<file path="config.mk">
export PLATFORM = sky130hd
export DESIGN_NAME = warp_barrier_unit
export DESIGN_NICKNAME = d
export VERILOG_FILES = /design/src/rtl/warp_barrier_pkg.sv /design/src/rtl/bar_arrival_decode.sv /design/src/rtl/bar_slot.sv /design/src/rtl/warp_barrier_unit.sv
export SDC_FILE = /design/constraint.sdc
export NUM_CORES = 1
export LEC_CHECK = 0
export BUFFER_PORTS_ARGS = -buffer_cell sky130_fd_sc_hd__buf_4
export CAP_MARGIN = 20
export CORE_MARGIN = 3
export CORE_UTILIZATION = 63
export DETAILED_ROUTE_END_ITERATION = 6
export GPL_TIMING_DRIVEN = 0
export PLACE_DENSITY = 0.86
export SLEW_MARGIN = 20
export SYNTH_ARGS = -nofsm -noshare
export SYNTH_HDL_FRONTEND = slang
export SYNTH_SLANG_ARGS = --single-unit
export TNS_END_PERCENT = 50
</file>
<file path="constraint.sdc">
create_clock -name clk -period 9.25 [get_ports clk]
set_input_delay 1.3875 -clock clk [delete_from_list [all_inputs] [get_ports clk]]
set_output_delay 1.3875 -clock clk [all_outputs]
set_load 0.02 [all_outputs]
</file>
<file path="src/rtl/warp_barrier_pkg.sv">
package warp_barrier_pkg;

    localparam int MAX_WARPS = 32;

    typedef logic [MAX_WARPS-1:0] wmask_t;

    // isolate lowest set bit of a warp mask
    function automatic wmask_t lowest_set(input wmask_t v);
        wmask_t r;
        r = '0;
        for (int i = MAX_WARPS - 1; i >= 0; i--) begin
            if (v[i]) r = wmask_t'(1) << i;
        end
        return r;
    endfunction

    function automatic int unsigned pop_warps(input wmask_t v);
        int unsigned n;
        n = 0;
        for (int i = 0; i < MAX_WARPS; i++) n += int'(v[i]);
        return n;
    endfunction

    typedef struct packed {
        logic   fire;
        wmask_t rel;
    } slot_evt_t;

endpackage

</file>
<file path="src/rtl/bar_arrival_decode.sv">
module bar_arrival_decode
    import warp_barrier_pkg::*;
#(
    parameter int NUM_WARPS = 4,
    parameter int NUM_BARS  = 4,
    parameter int ID_W      = 3
) (
    input  logic [NUM_WARPS-1:0]          req_valid,
    input  logic [NUM_WARPS*ID_W-1:0]     req_id,
    input  logic [NUM_WARPS-1:0]          held,
    output logic [NUM_BARS*NUM_WARPS-1:0] hit_flat,
    output logic [NUM_WARPS-1:0]          bad_id
);

    always_comb begin
        hit_flat = '0;
        bad_id   = '0;
        for (int w = 0; w < NUM_WARPS; w++) begin
            if (req_valid[w] && !held[w]) begin
                if (int'(req_id[w*ID_W +: ID_W]) < NUM_BARS) begin
                    for (int b = 0; b < NUM_BARS; b++) begin
                        if (int'(req_id[w*ID_W +: ID_W]) == b)
                            hit_flat[b*NUM_WARPS + w] = 1'b1;
                    end
                end else begin
                    bad_id[w] = 1'b1;
                end
            end
        end
    end

endmodule

</file>
<file path="src/rtl/bar_slot.sv">
module bar_slot
    import warp_barrier_pkg::*;
#(
    parameter int NUM_WARPS = 4,
    parameter int CNT_W     = 4
) (
    input  logic                       clk,
    input  logic                       rst,
    input  logic [NUM_WARPS-1:0]       hit,
    input  logic [NUM_WARPS*CNT_W-1:0] cnt_flat,
    output logic [NUM_WARPS-1:0]       members_o,
    output logic                       fire_o,
    output logic [NUM_WARPS-1:0]       rel_o
);

    logic [NUM_WARPS-1:0] members_q;
    logic [CNT_W-1:0]     target_q;
    slot_evt_t            evt_q;

    logic [NUM_WARPS-1:0] joined;
    logic [CNT_W-1:0]     first_cnt;
    logic [CNT_W-1:0]     target_eff;
    wmask_t               first_hit;
    logic                 empty;
    logic                 fire;

    always_comb begin
        empty     = (members_q == '0);
        joined    = members_q | hit;
        first_hit = lowest_set(wmask_t'(hit));
        first_cnt = '0;
        for (int w = 0; w < NUM_WARPS; w++) begin
            if (first_hit[w]) first_cnt = cnt_flat[w*CNT_W +: CNT_W];
        end
        target_eff = empty ? first_cnt : target_q;
        fire = (|hit) && (pop_warps(wmask_t'(joined)) >= int'(target_eff));
    end

    always_ff @(posedge clk) begin
        if (rst) begin
            members_q <= '0;
            target_q  <= '0;
            evt_q     <= '0;
        end else begin
            evt_q.fire <= fire;
            evt_q.rel  <= fire ? wmask_t'(joined) : '0;
            members_q  <= fire ? '0 : joined;
            if (empty && (|hit)) target_q <= first_cnt;
        end
    end

    assign members_o = members_q;
    assign fire_o    = evt_q.fire;
    assign rel_o     = evt_q.rel[NUM_WARPS-1:0];

endmodule

</file>
<file path="src/rtl/warp_barrier_unit.sv">
module warp_barrier_unit
    import warp_barrier_pkg::*;
#(
    parameter int NUM_WARPS = 4,
    parameter int NUM_BARS  = 4,
    parameter int ID_W      = 3,
    parameter int CNT_W     = 4
) (
    input  logic                       clk,
    input  logic                       rst,
    input  logic [NUM_WARPS-1:0]       arr_valid,
    input  logic [NUM_WARPS*ID_W-1:0]  arr_id,
    input  logic [NUM_WARPS*CNT_W-1:0] arr_count,
    output logic [NUM_WARPS-1:0]       stall_mask,
    output logic [NUM_WARPS-1:0]       warp_release,
    output logic [NUM_BARS-1:0]        bar_release,
    output logic [NUM_WARPS-1:0]       id_err
);

    localparam int HIT_W = NUM_BARS * NUM_WARPS;

    logic [HIT_W-1:0]     hit_flat;
    logic [HIT_W-1:0]     mem_flat;
    logic [HIT_W-1:0]     rel_flat;
    logic [NUM_WARPS-1:0] bad_id;
    logic [NUM_WARPS-1:0] err_q;

    bar_arrival_decode #(
        .NUM_WARPS(NUM_WARPS), .NUM_BARS(NUM_BARS), .ID_W(ID_W)
    ) i_decode (
        .req_valid(arr_valid),
        .req_id   (arr_id),
        .held     (stall_mask),
        .hit_flat (hit_flat),
        .bad_id   (bad_id)
    );

    for (genvar b = 0; b < NUM_BARS; b++) begin : g_slot
        bar_slot #(
            .NUM_WARPS(NUM_WARPS), .CNT_W(CNT_W)
        ) i_slot (
            .clk      (clk),
            .rst      (rst),
            .hit      (hit_flat[b*NUM_WARPS +: NUM_WARPS]),
            .cnt_flat (arr_count),
            .members_o(mem_flat[b*NUM_WARPS +: NUM_WARPS]),
            .fire_o   (bar_release[b]),
            .rel_o    (rel_flat[b*NUM_WARPS +: NUM_WARPS])
        );
    end

    always_comb begin
        stall_mask   = '0;
        warp_release = '0;
        for (int b = 0; b < NUM_BARS; b++) begin
            stall_mask   = stall_mask   | mem_flat[b*NUM_WARPS +: NUM_WARPS];
            warp_release = warp_release | rel_flat[b*NUM_WARPS +: NUM_WARPS];
        end
    end

    always_ff @(posedge clk) begin
        if (rst) err_q <= '0;
        else     err_q <= bad_id;
    end

    assign id_err = err_q;

endmodule

</file>
* Yosys cells after proc, flatten, opt, wreduce, memory -nomap -nowiden *
Cells that the tools add are included.

operators by class
  add/sub/neg operators = 12
  multipliers = 0
  div/mod/pow operators = 0
  order comparisons = 8
  eq/ne operators = 12
  shift-type cells = 0
  mux-type cells = 88
  bitwise operators = 18
  reduce and logical (&&, ||, !) cells = 40

operators by type and width
  cell                                                              number
  32-bit by 1-bit adder with 32-bit output                          8
  4-bit 2-to-1 mux                                                  36
  32-bit by 4-bit >= comparator with 1-bit output                   4
  1-bit 2-to-1 mux                                                  52
  4-bit bitwise OR                                                  10
  3-bit == test (second input constant)                             8
  2-bit OR reduction                                                12
  4-bit zero test                                                   4
  4-bit OR reduction                                                4
  3-bit by 2-bit == test with 1-bit output (second input constant)  4
  1-bit logical AND                                                 12
  3-bit zero test                                                   4
  3-bit < comparator (second input constant)                        4
  1-bit by 1-bit adder with 2-bit output                            4
  1-bit inverter                                                    8
  1-bit zero test                                                   4

storage, ports and cells
  bits in registers = 56
  bits in latches = 0
  bits in writable memories = 0
  ROM bits = 0
  output and inout bits = 16
  memories kept = 0

* Longest topological paths before layout *
  depth after elaboration = 19
  mapped depth = 16

* By module *
From an unflattened synthesis, not the netlist that was laid out.

second synthesis, totals
  cells, all modules = 387
  area, all modules = 3,642.2 µm²

by module, submodules not included
  module              instances  cells each  area each (µm²)  sequential area each (µm²)
  bar_slot            4          85          813.3            260.2
  bar_arrival_decode  1          31          224.0            0.0
  warp_barrier_unit   1          16          165.2            80.1

* Least setup slack after synthesis *
Ideal clock, no wire load.

  kind = input port to flip-flop
  from = in arr_id[0]
  to = reg g_slot[0].i_slot.members_q[0]
  library setup time = 138 ps
  arrival time = 4,235 ps
  setup slack = 4,877 ps
  stages on the path = 16
  buffers on the path = 1
  path through = nor4b_1 > and2_1 > clkbuf_1 > nor2_1 > inv_1 > ha_1 > inv_1 > fa_1 > inv_1 > ha_1 > ha_1 > o21ai_0 > a21oi_1 > o21ai_0 > a211oi_1 > a211oi_1

RTL lines
  element                                                                     line                      source
  from (decl)                                                                 warp_barrier_unit.sv:12   input logic [NUM_WARPS*ID_W-1:0] arr_id,
  parallel branches: the longest is 2 deep, another holds 3-bit < comparator  --
  1-bit 2-to-1 mux *                                                          bar_arrival_decode.sv:20  if (int'(req_id[w*ID_W +: ID_W]) < NUM_BARS) begin
  1-bit 2-to-1 mux *                                                          bar_arrival_decode.sv:19  if (req_valid[w] && !held[w]) begin
  4-bit bitwise OR *                                                          bar_slot.sv:29            joined = members_q | hit;
  net g_slot[0].i_slot.joined[0]                                              bar_slot.sv:20            logic [NUM_WARPS-1:0] joined;
  1-bit by 1-bit adder with 2-bit output                                      warp_barrier_pkg.sv:20    for (int i = 0; i < MAX_WARPS; i++) n += int'(v[i]);
  32-bit by 1-bit adder with 32-bit output (2 in series)                      warp_barrier_pkg.sv:20
  32-bit by 4-bit >= comparator with 1-bit output                             bar_slot.sv:36            fire = (|hit) && (pop_warps(wmask_t'(joined)) >= int'(target_eff));
  1-bit logical AND                                                           bar_slot.sv:36
  2-bit OR reduction (no line)                                                --
  to (signal assigned)                                                        bar_slot.sv:47            members_q <= fire ? '0 : joined;
  to (decl)                                                                   bar_slot.sv:16            logic [NUM_WARPS-1:0] members_q;

Mark *: on every way through the listed nets, which the timed path passes.
A chain may end at the register's enable or synchronous reset.

* Worst setup path in the final report *
Ends and elaborated chain as after synthesis.

==> flow_summary_export.csv <==
group,metric,value,unit
worst_setup_path,r2r_cells,15,
layout,area_delta_synth_final,14.99,%
status,status,"finished clean",
die,boundaryPins,50,
yosys,synth_warnings,0,
min_path,holdPathStages,2,
timing,period_needed,4.999,ns
worst_setup_path,reg2reg_slack,4.92,ns
yosys,yosysSeqAreaShare,29.98,%
yosys,ys_seq_elements,56,
placed_design,dpl-instance-area,4198,sq um
power,p_leak,1.825,nW
placed_design,gp_congestion,0.9928,
routing,dr.pass1.iters,6,
clock_network,cts_buffers,5,
timing,fmax,200.0,MHz
clock_network,clk_path_buf_depth,2,
routing,drc_errors,0,
yosys,synth_top_cell_area_share,29.98,%
clock_network,cts_resized,0,
clock_network,hold_buffers,0,
power,peakVddDrop,0.1137,mV
die,die_area,6896,sq um
yosys,synth_cell_type_count,69,
global_route,grt_overflow,0,
placed_design,dp_hpwl,9185,um
clock_network,post_cts_buffers,0,
layout,final-seq-area,1121,sq um
timing,finalSetupViolations,0,
clock_network,cts_root_buf,"clkbuf_8",
min_path,hp-start,"g_slot[0].i_slot.target_q[0]",
power,power.share.clock,18.6,%
global_route,antenna_found_initial,0,
power,p_int,0.4618,mW
global_route,grt_first_pass_wirelength,19060,um
routing,post_drt_via_cell_ratio,7.003,
worst_setup_path,cp-start-kind,"input pin",
worst_setup_path,worstPathArrival,5.19,ns
routing,vias,4034,
worst_setup_path,end_kind,"register",
clock_network,tritoncts,"done",
placed_design,io_buffers,49,
die,coreArea,5642,sq um
timing,tns,0,ns
timing,worstMarginPinSlew,0.8984,ns
routing,wl,11730,um
yosys,syn_nets,505,
die,rows,27,
clock_network,h-tree-depth,2,
clock_network,cts_sinks,56,
routing,drtIter0Drc,502,
yosys,synth_area_leaders,"dfxtp_1 30%, ha_1 6.7%, a211oi_1 4.4%",
yosys,syn_area,3740,sq um
yosys,synth_cells,447,
timing,finalHoldViolations,0,
timing,relSlewSlack,39.64,%
yosys,avgSynthCellArea,8.367,sq um
layout,antenna_cells,0,
layout,drive_gt1_share,15.28,%
timing,fin_crit_sh,54.04,%
power,p_seq_share,36.8,%
min_path,hold_end,"g_slot[0].i_slot.target_q[0]",
global_route,grt_pass1_vias,3742,
worst_setup_path,cp.required,9.44,ns
timing,final_max_slew_viol_count,0,
power,power_density,183.4,nW/um^2
yosys,synth_edf_count,0,
layout,multi_input_area,2419,sq um
layout,final_nets,561,
routing,antenna_left,0,
yosys,ys.flop_type,"dfxtp_1",
worst_setup_path,r2r-end,"g_slot[3].i_slot.rel_o[0]",
global_route,grt_max_degree,20,
clock_network,worst_skew_pair.late_latency,0.33,ns
layout,final_util,76.23,%
worst_setup_path,crit_type,"in2reg",
clock_network,path_clk_slew,0.11,ns
worst_setup_path,path_max_fanout,10,
power,switching_share,41.44,%
timing,fin_worst_skew,0.01359,ns
die,die_h,83.05,um
power,comb_power_share,44.6,%
timing,rsz0062_at_grt,"no",
min_path,min_path_type,"reg2reg",
flow_run,drv_cap,0,
global_route,grtUsageTotal,34.31,%
worst_setup_path,timing.rr.start,"g_slot[1].i_slot.members_o[0]",
routing,routedWlPerCell,20.36,um
yosys,async_flop_share,0,%
die,start_util,66.29,%
layout,design_area,4300,sq um
worst_setup_path,cp-startpoint,"arr_id[0]",
die,chipWidth,83.05,um
yosys,synth_top_area_cell,"dfxtp_1",
layout,nFillCells,433,
power,p_switching,0.3268,mW
## cells by family (layout without fill, tap and decap cells)
family / Yosys count / in the layout / share of synthesized area (%)
AND/OR/NAND/NOR: 181 / 181 / 29.51
buffers and inverters: 50 / 107 / 5.520
flip-flops: 56 / 56 / 29.98
AO/OA/AOI/OAI: 135 / 135 / 25.90
adder cells (fa/ha/maj): 24 / 24 / 8.832
multiplexers: 1 / 1 / 0.2677
## metrics by stage
| step | instances | hold slack [ns] | worst slack [ns] | power (mW) |
|---|---|---|---|---|
| finish | 576 | 0.4644 | 4.251 | 0.7886 |
| floorplan | 447 | 0.4336 | 4.877 | 0.5247 |
| global placement | 568 | 0.4379 | 4.045 | 0.6226 |
| global route | 576 | 0.4868 | 3.963 | 0.8376 |
| CTS | 576 | 0.4619 | 4.385 | 0.7801 |
| detailed placement | 568 | 0.4472 | 4.038 | 0.6356 |
## power by group through the flow
stage                     clock network, mW  logic (mW)  registers (mW)
final                                 0.147       0.352           0.290
after global routing                  0.159       0.385           0.293
after CTS                             0.147       0.344           0.289
after detailed placement                  0       0.341           0.294
after global placement                    0       0.330           0.293
after floorplan                           0       0.233           0.291
## cell usage after synthesis, types with 4 or more instances
library cell  count
dfxtp_1          56
nand2_1          31
nor2_1           29
inv_1            27
o21ai_0          24
a211oi_1         22
a21oi_1          20
ha_1             20
nor3_1           20
nand3_1          14
clkbuf_1         12
or4_1            12
and2_1           10
and3_1            9
o32ai_1           9
a31oi_1           7
nand2b_1          7
nor4_1            6
a21o_1            5
nand4_1           5
o31ai_1           5
a22oi_1           4
buf_4             4
fa_1              4
nor4_4            4
nor4bb_1          4
## metal layers
metal  GRT usage (%)  vias up  wire length [um]
met5               0        -                 0
met3           7.341       55              1099
met1           45.24     1875              4855
li1                -     1844                 -
met2           53.43      260              5231
met4           16.20        0               544
## layout make-up
class                      instances  share of cell area, %
multi-input combinational        341                  56.24
sequential                        56                  26.07
buffer                            20                  2.124
tap                               72                  2.095
clock buffer                       5                  1.600
timing repair buffer              49                  8.554
clock inverter                     3                 0.6401
inverter                          30                  2.677
## worst max path at each step
stage / slack (ns) / end / cells after the start
after global routing: 3.96 / g_slot[0].i_slot.members_o[1] / 17
after detailed placement: 4.04 / g_slot[0].i_slot.members_o[0] / 17
after global placement: 4.04 / g_slot[0].i_slot.members_o[3] / 17
final: 4.25 / g_slot[0].i_slot.members_o[0] / 17
after CTS: 4.39 / g_slot[0].i_slot.members_o[0] / 17
after floorplan: 4.88 / g_slot[0].i_slot.members_o[0] / 16
## cell usage in the layout (no fill, tap or decap), types with 4 or more instances in the layout
cell type	synthesis	final
a211oi_1	22	22
a21o_1	5	5
a21oi_1	20	20
a22oi_1	4	4
a31oi_1	7	7
and2_1	10	10
and3_1	9	9
buf_4	4	53
clkbuf_1	12	12
clkbuf_8	0	5
dfxtp_1	56	56
fa_1	4	4
ha_1	20	20
inv_1	27	27
nand2_1	31	31
nand2b_1	7	7
nand3_1	14	14
nand4_1	5	5
nor2_1	29	29
nor3_1	20	20
nor4_1	6	5
nor4_4	4	4
nor4bb_1	4	4
o21ai_0	24	24
o31ai_1	5	5
o32ai_1	9	9
or4_1	12	12
## flip-flops by register name, indices dropped and copies added (netlist names)
register and cells:
g_slot.i_slot.fire_o 4, id_err 4, g_slot.i_slot.rel_o 16, g_slot.i_slot.members_o 16
g_slot.i_slot.target_q 16
## critical path, cell delays in order
cell and delay [ns]:
buf_4 0.14, nor4b_1 0.66, and2_1 0.26, clkbuf_1 0.41, nor2_1 0.18, inv_1 0.10
ha_1 0.13, inv_1 0.04, fa_1 0.34, inv_1 0.08, ha_1 0.24, ha_1 0.28
o21ai_0 0.07, a21oi_1 0.12, o21ai_0 0.12, a211oi_1 0.48, a211oi_1 0.16
No activity file was read; power rests on OpenSTA's default activity.
